### src/rtl/sws_pkg.sv
package sws_pkg;

  localparam int unsigned SWS_PINS  = 4;
  localparam int unsigned SWS_SEL_W = 2;

  // control word bit positions
  localparam int unsigned CB_START = SWS_PINS;
  localparam int unsigned CB_FIRST = SWS_PINS + 1;
  localparam int unsigned CTRL_W   = SWS_PINS + 2;

  // select-register bit carrying the sleep command
  localparam int unsigned SB_SLEEP = SWS_SEL_W;

  typedef struct packed {
    logic                first_only;
    logic                start_en;
    logic [SWS_PINS-1:0] pin_en;
  } sync_ctrl_t;

  typedef enum logic [1:0] {
    RG_SHARED = 2'd0,
    RG_HOLD   = 2'd1,
    RG_SEL    = 2'd2,
    RG_OWN    = 2'd3
  } reg_kind_e;

endpackage

### src/rtl/sws_sync_edge.sv
module sws_sync_edge #(
  parameter int unsigned PINS   = 4,
  parameter int unsigned STAGES = 2
) (
  input  logic            clk,
  input  logic            rst_n,
  input  logic [PINS-1:0] async_in,
  output logic [PINS-1:0] rise
);

  for (genvar p = 0; p < PINS; p++) begin : g_pin
    logic [STAGES-1:0] stage_q, stage_d;
    logic              prev_q, prev_d;

    always_comb begin
      stage_d = {stage_q[STAGES-2:0], async_in[p]};
      prev_d  = stage_q[STAGES-1];
    end

    always_ff @(posedge clk or negedge rst_n) begin
      if (!rst_n) begin
        stage_q <= '0;
        prev_q  <= 1'b0;
      end else begin
        stage_q <= stage_d;
        prev_q  <= prev_d;
      end
    end

    assign rise[p] = stage_q[STAGES-1] & ~prev_q;

    // an edge strobe never lasts two cycles
    a_r5_single_strobe: assert property (@(posedge clk) disable iff (!rst_n)
      rise[p] |=> !rise[p]);
  end

endmodule

### src/rtl/sws_regs.sv
module sws_regs
  import sws_pkg::*;
#(
  parameter int unsigned N_CHAN = 4,
  parameter int unsigned CNT_W  = 16,
  parameter int unsigned DATA_W = 16,
  localparam int unsigned CH_W  = $clog2(N_CHAN),
  localparam int unsigned ADDR_W = CH_W + 2
) (
  input  logic                               clk,
  input  logic                               rst_n,
  input  logic                               wr_en,
  input  logic [ADDR_W-1:0]                  wr_addr,
  input  logic [DATA_W-1:0]                  wr_data,
  output logic [N_CHAN-1:0][CNT_W-1:0]       hold_q,
  output logic [N_CHAN-1:0][SWS_SEL_W-1:0]   sel_q,
  output sync_ctrl_t [N_CHAN-1:0]            ctrl_q,
  output logic [N_CHAN-1:0]                  sleep_req
);

  reg_kind_e                              kind;
  logic [CH_W-1:0]                        ch_idx;
  logic [N_CHAN-1:0][CNT_W-1:0]           hold_d;
  logic [N_CHAN-1:0][SWS_SEL_W-1:0]       sel_d;
  sync_ctrl_t [N_CHAN-1:0]                ctrl_d;
  sync_ctrl_t                             wr_ctrl;

  assign kind    = reg_kind_e'(wr_addr[ADDR_W-1 -: 2]);
  assign ch_idx  = wr_addr[CH_W-1:0];
  assign wr_ctrl = sync_ctrl_t'(wr_data[CTRL_W-1:0]);

  always_comb begin
    hold_d    = hold_q;
    sel_d     = sel_q;
    ctrl_d    = ctrl_q;
    sleep_req = '0;
    for (int c = 0; c < N_CHAN; c++) begin
      if (wr_en) begin
        if (kind == RG_SHARED) begin
          ctrl_d[c] = wr_ctrl;
        end else if (ch_idx == CH_W'(c)) begin
          case (kind)
            RG_HOLD: hold_d[c] = wr_data[CNT_W-1:0];
            RG_SEL: begin
              sel_d[c]     = wr_data[SWS_SEL_W-1:0];
              sleep_req[c] = wr_data[SB_SLEEP];
            end
            RG_OWN:  ctrl_d[c] = wr_ctrl;
            default: ;
          endcase
        end
      end
    end
  end

  always_ff @(posedge clk or negedge rst_n) begin
    if (!rst_n) begin
      hold_q <= '0;
      sel_q  <= '0;
      ctrl_q <= '0;
    end else if (wr_en) begin
      hold_q <= hold_d;
      sel_q  <= sel_d;
      ctrl_q <= ctrl_d;
    end
  end

  for (genvar c = 0; c < N_CHAN; c++) begin : g_chk
    // a shared control write lands in every channel copy
    a_r8_shared_fanout: assert property (@(posedge clk) disable iff (!rst_n)
      (wr_en && wr_addr[ADDR_W-1 -: 2] == 2'd0)
        |=> ctrl_q[c] == $past(wr_data[CTRL_W-1:0]));
  end

endmodule

### src/rtl/sws_chan.sv
module sws_chan
  import sws_pkg::*;
#(
  parameter int unsigned CNT_W = 16
) (
  input  logic                 clk,
  input  logic                 rst_n,
  input  logic [SWS_PINS-1:0]  rise,
  input  logic [SWS_SEL_W-1:0] sel,
  input  sync_ctrl_t           ctrl,
  input  logic [CNT_W-1:0]     hold,
  input  logic                 sleep_req,
  output logic                 awake,
  output logic                 start_hop
);

  logic             running_q, running_d;
  logic [CNT_W-1:0] cnt_q, cnt_d;
  logic             awake_q, awake_d;
  logic             pulse_q, pulse_d;
  logic             locked_q, locked_d;
  logic             qualified, accept, cnt_en;
  logic [CNT_W-1:0] load_val;

  assign qualified = rise[sel] && ctrl.start_en && ctrl.pin_en[sel] &&
                     !(ctrl.first_only && locked_q);
  assign accept    = qualified && !sleep_req;
  assign load_val  = (hold == '0) ? CNT_W'(1) : hold;
  assign cnt_en    = accept || running_q;

  always_comb begin
    running_d = running_q;
    cnt_d     = cnt_q;
    awake_d   = awake_q;
    pulse_d   = 1'b0;
    locked_d  = ctrl.first_only ? (locked_q || accept) : 1'b0;
    if (sleep_req) begin
      running_d = 1'b0;
      awake_d   = 1'b0;
    end else if (accept) begin
      running_d = 1'b1;
      cnt_d     = load_val;
    end else if (running_q) begin
      if (cnt_q == CNT_W'(1)) begin
        running_d = 1'b0;
        awake_d   = 1'b1;
        pulse_d   = 1'b1;
      end else begin
        cnt_d = cnt_q - CNT_W'(1);
      end
    end
  end

  always_ff @(posedge clk or negedge rst_n) begin
    if (!rst_n) begin
      running_q <= 1'b0;
      awake_q   <= 1'b0;
      pulse_q   <= 1'b0;
      locked_q  <= 1'b0;
    end else begin
      running_q <= running_d;
      awake_q   <= awake_d;
      pulse_q   <= pulse_d;
      locked_q  <= locked_d;
    end
  end

  always_ff @(posedge clk or negedge rst_n) begin
    if (!rst_n) begin
      cnt_q <= '0;
    end else if (cnt_en) begin
      cnt_q <= cnt_d;
    end
  end

  assign awake     = awake_q;
  assign start_hop = pulse_q;

  // leaving the awake state only follows a sleep command
  a_r10_sleep_only: assert property (@(posedge clk) disable iff (!rst_n)
    $fell(awake_q) |-> $past(sleep_req));
  // the start pulse coincides with the awake state
  a_r9_pulse_awake: assert property (@(posedge clk) disable iff (!rst_n)
    pulse_q |-> awake_q);
  // the start pulse lasts one cycle
  a_r9_pulse_single: assert property (@(posedge clk) disable iff (!rst_n)
    pulse_q |=> !pulse_q);
  // a running count never sits at zero
  a_r4_cnt_nonzero: assert property (@(posedge clk) disable iff (!rst_n)
    running_q |-> cnt_q != '0);
  // without a reload the count steps down by one
  a_r6_count_down: assert property (@(posedge clk) disable iff (!rst_n)
    (running_q && $past(running_q) && !$past(accept))
      |-> cnt_q == $past(cnt_q) - CNT_W'(1));
  // lockout drops once the mode bit is clear
  a_r7_lock_release: assert property (@(posedge clk) disable iff (!rst_n)
    !ctrl.first_only |=> !locked_q);

endmodule

### src/rtl/sws_wake_ctrl.sv
module sws_wake_ctrl
  import sws_pkg::*;
#(
  parameter int unsigned N_CHAN  = 4,
  parameter int unsigned CNT_W   = 16,
  parameter int unsigned STAGES  = 2,
  localparam int unsigned ADDR_W = $clog2(N_CHAN) + 2
) (
  input  logic                clk,
  input  logic                rst_n,
  input  logic [SWS_PINS-1:0] sync_in,
  input  logic                wr_en,
  input  logic [ADDR_W-1:0]   wr_addr,
  input  logic [CNT_W-1:0]    wr_data,
  output logic [N_CHAN-1:0]   chan_awake,
  output logic [N_CHAN-1:0]   start_hop
);

  logic [1:0]                           rst_pipe_q;
  logic                                 rst_sync_n;
  logic [SWS_PINS-1:0]                  rise;
  logic [N_CHAN-1:0][CNT_W-1:0]         hold_q;
  logic [N_CHAN-1:0][SWS_SEL_W-1:0]     sel_q;
  sync_ctrl_t [N_CHAN-1:0]              ctrl_q;
  logic [N_CHAN-1:0]                    sleep_req;

  always_ff @(posedge clk or negedge rst_n) begin
    if (!rst_n) rst_pipe_q <= '0;
    else        rst_pipe_q <= {rst_pipe_q[0], 1'b1};
  end
  assign rst_sync_n = rst_pipe_q[1];

  sws_sync_edge #(.PINS(SWS_PINS), .STAGES(STAGES)) i_sync (
    .clk      (clk),
    .rst_n    (rst_sync_n),
    .async_in (sync_in),
    .rise     (rise)
  );

  sws_regs #(.N_CHAN(N_CHAN), .CNT_W(CNT_W), .DATA_W(CNT_W)) i_regs (
    .clk       (clk),
    .rst_n     (rst_sync_n),
    .wr_en     (wr_en),
    .wr_addr   (wr_addr),
    .wr_data   (wr_data),
    .hold_q    (hold_q),
    .sel_q     (sel_q),
    .ctrl_q    (ctrl_q),
    .sleep_req (sleep_req)
  );

  for (genvar c = 0; c < N_CHAN; c++) begin : g_chan
    sws_chan #(.CNT_W(CNT_W)) i_chan (
      .clk       (clk),
      .rst_n     (rst_sync_n),
      .rise      (rise),
      .sel       (sel_q[c]),
      .ctrl      (ctrl_q[c]),
      .hold      (hold_q[c]),
      .sleep_req (sleep_req[c]),
      .awake     (chan_awake[c]),
      .start_hop (start_hop[c])
    );
  end

  // nothing is awake or pulsing while the synchronized reset is held
  a_r1_reset_quiet: assert property (@(posedge clk)
    !rst_sync_n |-> (chan_awake == '0 && start_hop == '0));

endmodule

### config.mk
export PLATFORM = sky130hd
export DESIGN_NAME = sws_wake_ctrl
export DESIGN_NICKNAME = d
export VERILOG_FILES = /design/src/rtl/sws_pkg.sv /design/src/rtl/sws_sync_edge.sv /design/src/rtl/sws_regs.sv /design/src/rtl/sws_chan.sv /design/src/rtl/sws_wake_ctrl.sv
export SDC_FILE = /design/constraint.sdc
export NUM_CORES = 1
export LEC_CHECK = 0
export BUFFER_PORTS_ARGS = -buffer_cell sky130_fd_sc_hd__buf_2
export CORE_MARGIN = 2
export CORE_UTILIZATION = 40
export DETAILED_ROUTE_END_ITERATION = 8
export MAX_ROUTING_LAYER = met4
export PLACE_DENSITY = 0.65
export SLEW_MARGIN = 20
export SYNTH_ARGS = -nofsm -noshare
export SYNTH_HDL_FRONTEND = slang
export SYNTH_SLANG_ARGS = --single-unit
### constraint.sdc
create_clock -name clk -period 8.5 [get_ports clk]
set_input_delay 2.55 -clock clk [delete_from_list [all_inputs] [get_ports clk]]
set_output_delay 2.55 -clock clk [all_outputs]
set_load 0.1 [all_outputs]
==> results of run 1 <==
-- registers in the layout (all words and copies together), names as in the netlist, 4 cells and up --
| register | count |
|---|---|
| g_chan.i_chan.cnt_q | 64 |
| i_regs.hold_q | 64 |
| i_regs.ctrl_q | 24 |
| i_regs.sel_q | 8 |
| i_sync.g_pin.stage_q | 8 |
| g_chan.i_chan.awake | 4 |
| g_chan.i_chan.locked_q | 4 |
| g_chan.i_chan.running_q | 4 |
| g_chan.i_chan.start_hop | 4 |
| i_sync.g_pin.prev_q | 4 |
-- worst paths after layout --
check / from / endpoint / slack (ns) / cells past startpoint
setup / recovery: wr_addr[2] / g_chan[3].i_chan.cnt_q[9]$_DFFE_PN0P_ / 3.96 / 8
hold / removal: i_sync.g_pin[2].stage_q[0]$_DFF_PN0_ / i_sync.g_pin[2].stage_q[1]$_DFF_PN0_ / 0.35 / 0
setup reg to reg: g_chan[0].i_chan.cnt_q[8]$_DFFE_PN0P_ / g_chan[0].i_chan.cnt_q[15]$_DFFE_PN0P_ / 5.89 / 5
hold reg to reg: i_sync.g_pin[2].stage_q[0]$_DFF_PN0_ / i_sync.g_pin[2].stage_q[1]$_DFF_PN0_ / 0.35 / 0
max in group asynchronous: rst_n / rst_pipe_q[1]$_DFF_PN0_ / 6.50 / 1
min in group asynchronous: rst_pipe_q[1]$_DFF_PN0_ / g_chan[0].i_chan.cnt_q[4]$_DFFE_PN0P_ / 0.44 / 0
-- layout make-up --
type                    instances  area (sq um)  share of cell area (%)
inverters                      27           101                    1.01
clock inverters                13           189                    1.88
repair buffers                 44           245                    2.43
clock buffers                  17           425                    4.22
well taps                     285           357                    3.54
multi-input cells             551          4000                    39.7
flip-flops and latches        190          4760                    47.2
-- power by group through the flow --
stage | Combinational [mW] | Clock, mW | Sequential [mW]
after floorplan | 0.689 | 0 | 1.39
after global placement | 0.818 | 0 | 1.46
after detailed placement | 0.839 | 0 | 1.46
after CTS | 0.843 | 0.856 | 1.45
after global routing | 0.952 | 0.894 | 1.50
final | 0.841 | 0.840 | 1.46
-- kinds of logic after synthesis --
logic type               Yosys count  share of synthesized area (%)
XOR/XNOR                          26                           2.51
adder cells (fa/ha/maj)           11                           1.52
buffers and inverters             70                           3.64
multiplexers                      95                           11.9
AO/OA/AOI/OAI                    149                           11.0
flip-flops                       190                           52.4
AND/OR/NAND/NOR                  269                           16.9
other                              1                         0.0413
-- through the flow --
step	cells	instance area, sq um	setup WS, ns	hold WS (ns)	power [mW]
after detailed placement	1097	9460	3.51	0.337	2.30
final	1127	10100	3.96	0.349	3.14
after global placement	1097	9460	3.61	0.334	2.28
after CTS	1127	10100	3.98	0.352	3.15
after floorplan	811	9070	2.81	0.331	2.08
after global routing	1127	10100	3.66	0.366	3.35
-- routing by layer --
layer,GRT usage [%],share of wire [%],routed length [um]
met1,26.8,49,10200
met2,28.4,46,9680
met3,2.94,3.3,680
met4,5.16,1.5,318
met5,-,0,0
-- Yosys cell counts, types with 6 or more instances --
library cell	count	area (sq um)
nor3_1	16	80.1
buf_4	10	75.1
a311oi_1	6	52.6
ha_1	11	138
nor4b_1	7	61.3
a21oi_1	11	55.1
nand3_1	18	90.1
clkbuf_1	24	90.1
a211oi_1	10	75.1
xor2_1	10	87.6
or3_1	17	106
a221oi_1	7	61.3
xnor2_1	16	140
mux2_2	94	1060
inv_1	27	101
o31ai_1	11	82.6
nor2_1	55	206
or4_1	19	143
nand2_1	56	210
dfrtp_1	190	4750
a31oi_1	21	131
nor4_1	25	156
o21ai_0	41	205
nor4bb_1	7	70.1
-- critical path: cells and delay by family --
family	cells	cell delay (ns)
compound gates	3	0.91
buf+inv	2	0.18
simple gates	2	0.91
fa+ha+maj	1	0.29
==> flow_metrics.py, run 1 <==
metrics = {
    "run_status": {
        "outcome": "completed",
    },
    "clock_tree": {
        "h-tree-depth": 4,
        "cts_resized": 0,
        "cts_setup_buffers": 0,
        "cts_made_buffers": 17,
        "cts-hold-fix-buffers": 0,
        "insertion_delay_ns": 0.43,
        "cts_tree": "built",
        "ctsRootBufferMaster": "clkbuf_16",
        "cts.path.max_buffers": 2,
        "clock_sinks": 190,
        "clk_pin_slew_worst_paths_ns": 0.07,
    },
    "sta": {
        "rsz0062_at_grt": "false",
        "tightestPinTransition_ns": 1.01,
        "fin_worst_skew_ns": 0.0153,
        "min_period_ns": 4.54,
        "slew_headroom_pct": 31.9,
        "hold_violations": 0,
        "slew_violations": 0,
        "period_share_pct": 53.5,
        "setup_viol_count_final": 0,
        "fin_setup_tns_ns": 0,
        "clock.fmax_ghz": 0.220,
    },
    "critical_path": {
        "crit_chain": "buf_2 > inv_1 > ha_1 > and4b_1 > a221oi_1 > nand2_1 > o311a_1 > a221o_1",
        "cp.required_ns": 8.81,
        "path_max_fanout": 29,
        "max_stage_delay_ns": 0.58,
        "crit_slowest_cell": "nand2_1",
        "cp-start-kind": "primary input",
        "cp.arrival_ns": 4.85,
        "end_kind": "register",
        "crit_type": "in -> reg",
    },
    "pwr": {
        "seqPwrFrac_pct": 46.4,
        "p_per_area_mw_per_mm2": 312,
        "p_sw_share_pct": 34.1,
        "intPower_mw": 2.07,
        "clkPwrFrac_pct": 26.8,
        "ir_drop_uv": 142,
        "leakagePower_nw": 4.20,
        "p_comb_share_pct": 26.8,
        "p_switching_mw": 1.07,
    },
    "yosys": {
        "synth_cell_types": 70,
        "synth.ff_latch_count": 190,
        "synth_edf_count": 0,
        "synth_warnings": 0,
        "synthCells": 811,
        "syn-num-nets": 849,
        "ys.flop_type": "dfrtp_1",
        "netlist_area_sq_mm": 0.00907,
        "async_reset_ff_share_pct": 100,
        "seq_area_frac_synth_pct": 52.4,
        "synth.avg_cell_area_sq_um": 11.2,
    },
    "final_layout": {
        "num_antenna_cells": 0,
        "mostFrequentLayoutCell": "dfrtp_1",
        "utilization_pct": 44.9,
        "drive_gt1_share_pct": 22.2,
        "fin_nets": 869,
        "synthToLayoutAreaGrowth_pct": 11.0,
        "mostFrequentLayoutCells": "189 x dfrtp_1, 94 x mux2_2, 56 x nand2_1",
        "fillers": 2106,
    },
    "placed_design": {
        "portBuffers": 34,
        "gp_congestion": 0.820,
        "place.detailed.hpwl_mm": 14.3,
    },
    "drt": {
        "drc": 0,
        "dr.pass1.iters": 5,
        "routedWlPerCell_um": 18.5,
        "drtAntennaViolNets": 0,
        "num_vias": 6387,
        "drt-initial-drc-count": 428,
        "routed_wl_mm": 20.9,
        "vias_per_cell": 5.67,
    },
    "floorplan": {
        "die_y_um": 155,
        "pin_count": 35,
        "dieWidth_um": 155,
        "start_util_pct": 40.4,
        "dieArea_sq_mm": 0.0239,
        "rows": 55,
        "core-area_sq_mm": 0.0224,
    },
    "grt": {
        "grt_pass1_wl_mm": 34.6,
        "grt_usage_pct": 18.9,
        "overflow": 0,
        "grt_max_degree": 77,
        "grt_pass1_vias": 6354,
        "antenna_found_initial": 0,
    },
    "min_path": {
        "holdCritPathClass": "reg -> reg",
    },
    "job": {
        "maxCapViolCount": 0,
    },
}
Note: power is estimated with default switching activity, not from simulation.
==> inputs of run 2 (changes only) <==
Settings changed: PLACE_DENSITY 0.65 to 0.67.
Clock period 8.5 ns to 3.8 ns, I/O delays scaled along.
==> run 2 against run 1 <==
  * Final cell count rose by 0.80%
  * Global-route usage rose by 0.14 points
  * Highest routed layer unchanged
  * Sequential power rose by 120%
  * Final area rose by 0.41%
  * Die area did not move
  * Non-clock buffer count rose by 7
  * First-iteration DRC count fell by 6.1%
  * Clock power rose by 120%
==> flow_metrics.py, run 2 (same netlist as run 1, synthesis figures left out) <==
metrics = {
    "run_status": {
        "outcome": "completed",
    },
    "clock_tree": {
        "cts_made_buffers": 17,
        "ctsRootBufferMaster": "clkbuf_16",
        "clk_pin_slew_worst_paths_ns": 0.07,
        "cts.path.max_buffers": 2,
        "cts-hold-fix-buffers": 0,
        "insertion_delay_ns": 0.43,
        "cts_setup_buffers": 0,
        "cts_resized": 0,
        "h-tree-depth": 4,
        "clock_sinks": 190,
        "cts_tree": "built",
    },
    "drt": {
        "num_vias": 6487,
        "drtAntennaViolNets": 0,
        "dr.pass1.iters": 5,
        "vias_per_cell": 5.71,
        "drt-initial-drc-count": 402,
        "drc": 0,
        "routed_wl_mm": 21.3,
        "routedWlPerCell_um": 18.8,
    },
    "grt": {
        "overflow": 0,
        "grt_pass1_vias": 6364,
        "grt_max_degree": 77,
        "antenna_found_initial": 0,
        "grt_pass1_wl_mm": 34.5,
        "grt_usage_pct": 19.1,
    },
    "placed_design": {
        "place.detailed.hpwl_mm": 14.4,
        "dpl.cell_count": 1104,
        "portBuffers": 34,
        "placed_area_sq_mm": 0.00952,
        "gp_congestion": 0.850,
    },
    "final_layout": {
        "synthToLayoutAreaGrowth_pct": 11.5,
        "finalNonFillerCells": 1136,
        "mostFrequentLayoutCells": "189 x dfrtp_1, 94 x mux2_2, 56 x nand2_1",
        "reg.largest.list": "g_chan.i_chan.cnt_q: 64 flops, i_regs.hold_q: 64 flops, i_regs.ctrl_q: 24 flops",
        "drive_gt1_share_pct": 22.7,
        "num_antenna_cells": 0,
        "fin_nets": 876,
        "postLayoutCellArea_sq_mm": 0.0101,
        "utilization_pct": 45.1,
        "mostFrequentLayoutCell": "dfrtp_1",
    },
    "critical_path": {
        "crit_slowest_cell": "o21ai_0",
        "cp-start-kind": "primary input",
        "end_kind": "register",
        "cp.required_ns": 4.10,
        "crit_type": "in -> reg",
        "max_stage_delay_ns": 0.50,
        "path_max_fanout": 18,
        "cp.arrival_ns": 3.42,
        "crit_chain": "buf_2 > inv_1 > ha_1 > nand4b_4 > o21ai_0 > a21o_1 > and2_1 > a22oi_1",
    },
    "floorplan": {
        "dieArea_sq_mm": 0.0239,
        "start_util_pct": 40.4,
        "die_y_um": 155,
        "core-area_sq_mm": 0.0224,
        "rows": 55,
        "pin_count": 35,
        "dieWidth_um": 155,
    },
    "sta": {
        "slew_violations": 0,
        "tightestPinTransition_ns": 0.965,
        "fin_setup_tns_ns": 0,
        "period_share_pct": 82.2,
        "clock.fmax_ghz": 0.320,
        "rsz0062_at_grt": "false",
        "setup_viol_count_final": 0,
        "min_period_ns": 3.12,
        "fin_worst_skew_ns": 0.00621,
        "slew_headroom_pct": 35.4,
        "hold_violations": 0,
    },
    "pwr": {
        "p_per_area_mw_per_mm2": 691,
        "leakagePower_nw": 4.24,
        "total_power_mw": 6.99,
        "ir_drop_uv": 326,
    },
    "job": {
        "maxCapViolCount": 0,
    },
    "min_path": {
        "holdCritPathClass": "reg -> reg",
    },
}
## run 2: cell types whose count changed in the layout (fill, tap and decap cells not counted), sizes merged
| cell | previous run | this run |
|---|---|---|
| clkinvlp | 4 | 1 |
| inv | 30 | 28 |
| buf | 44 | 51 |
| bufinv | 4 | 3 |
| clkbuf | 17 | 21 |
| clkinv | 2 | 6 |
## run 2: cell type report
cell class / count / area, sq um
clock buffer: 21 / 450
clock inverter: 11 / 140
fill: 2110 / 12300
inverter: 27 / 101
multi-input combinational: 551 / 4000
sequential: 190 / 4760
tap: 285 / 357
timing repair buffer: 51 / 310
## run 2: metal layers
metal | up-vias | track usage [%] | routed length, um
met3 | 21 | 4.20 | 1050
met2 | 157 | 28.3 | 9690
li1 | 3045 | - | -
met1 | 3264 | 26.5 | 10300
met4 | 0 | 5.38 | 278
met5 | - | - | 0
## run 2: power breakdown
| part | switching, mW | internal, mW |
|---|---|---|
| logic | 1.02 | 0.891 |
| registers | 0.611 | 2.65 |
| clock network | 0.769 | 1.05 |
## run 2: final timing paths
path	startpoint	end	slack (ns)	cells after the start
min in group asynchronous	rst_pipe_q[1]$_DFF_PN0_	g_chan[0].i_chan.awake$_DFFE_PN0P_	0.38	0
max in group asynchronous	rst_pipe_q[1]$_DFF_PN0_	g_chan[3].i_chan.locked_q$_DFF_PN0_	2.53	1
max reg2reg	g_chan[3].i_chan.cnt_q[8]$_DFFE_PN0P_	g_chan[3].i_chan.cnt_q[3]$_DFFE_PN0P_	1.19	5
min reg2reg	i_sync.g_pin[2].stage_q[0]$_DFF_PN0_	i_sync.g_pin[2].stage_q[1]$_DFF_PN0_	0.35	0
min	i_sync.g_pin[2].stage_q[0]$_DFF_PN0_	i_sync.g_pin[2].stage_q[1]$_DFF_PN0_	0.35	0
max	wr_addr[2]	g_chan[2].i_chan.cnt_q[1]$_DFFE_PN0P_	0.68	8
## run 2: stage by stage
stage	hold WS, ns	worst slack [ns]
floorplan	0.331	0.666
CTS	0.350	0.746
finish	0.349	0.676
global placement	0.332	0.402
global route	0.361	0.523
detailed placement	0.335	0.285
## run 2: worst max-delay path: cells and delay by family
kind                     cells  cell delay [ns]
buffers and inverters        2             0.14
AO/OA/AOI/OAI                3             1.13
AND/OR/NAND/NOR              2             0.72
adder cells (fa/ha/maj)      1             0.28
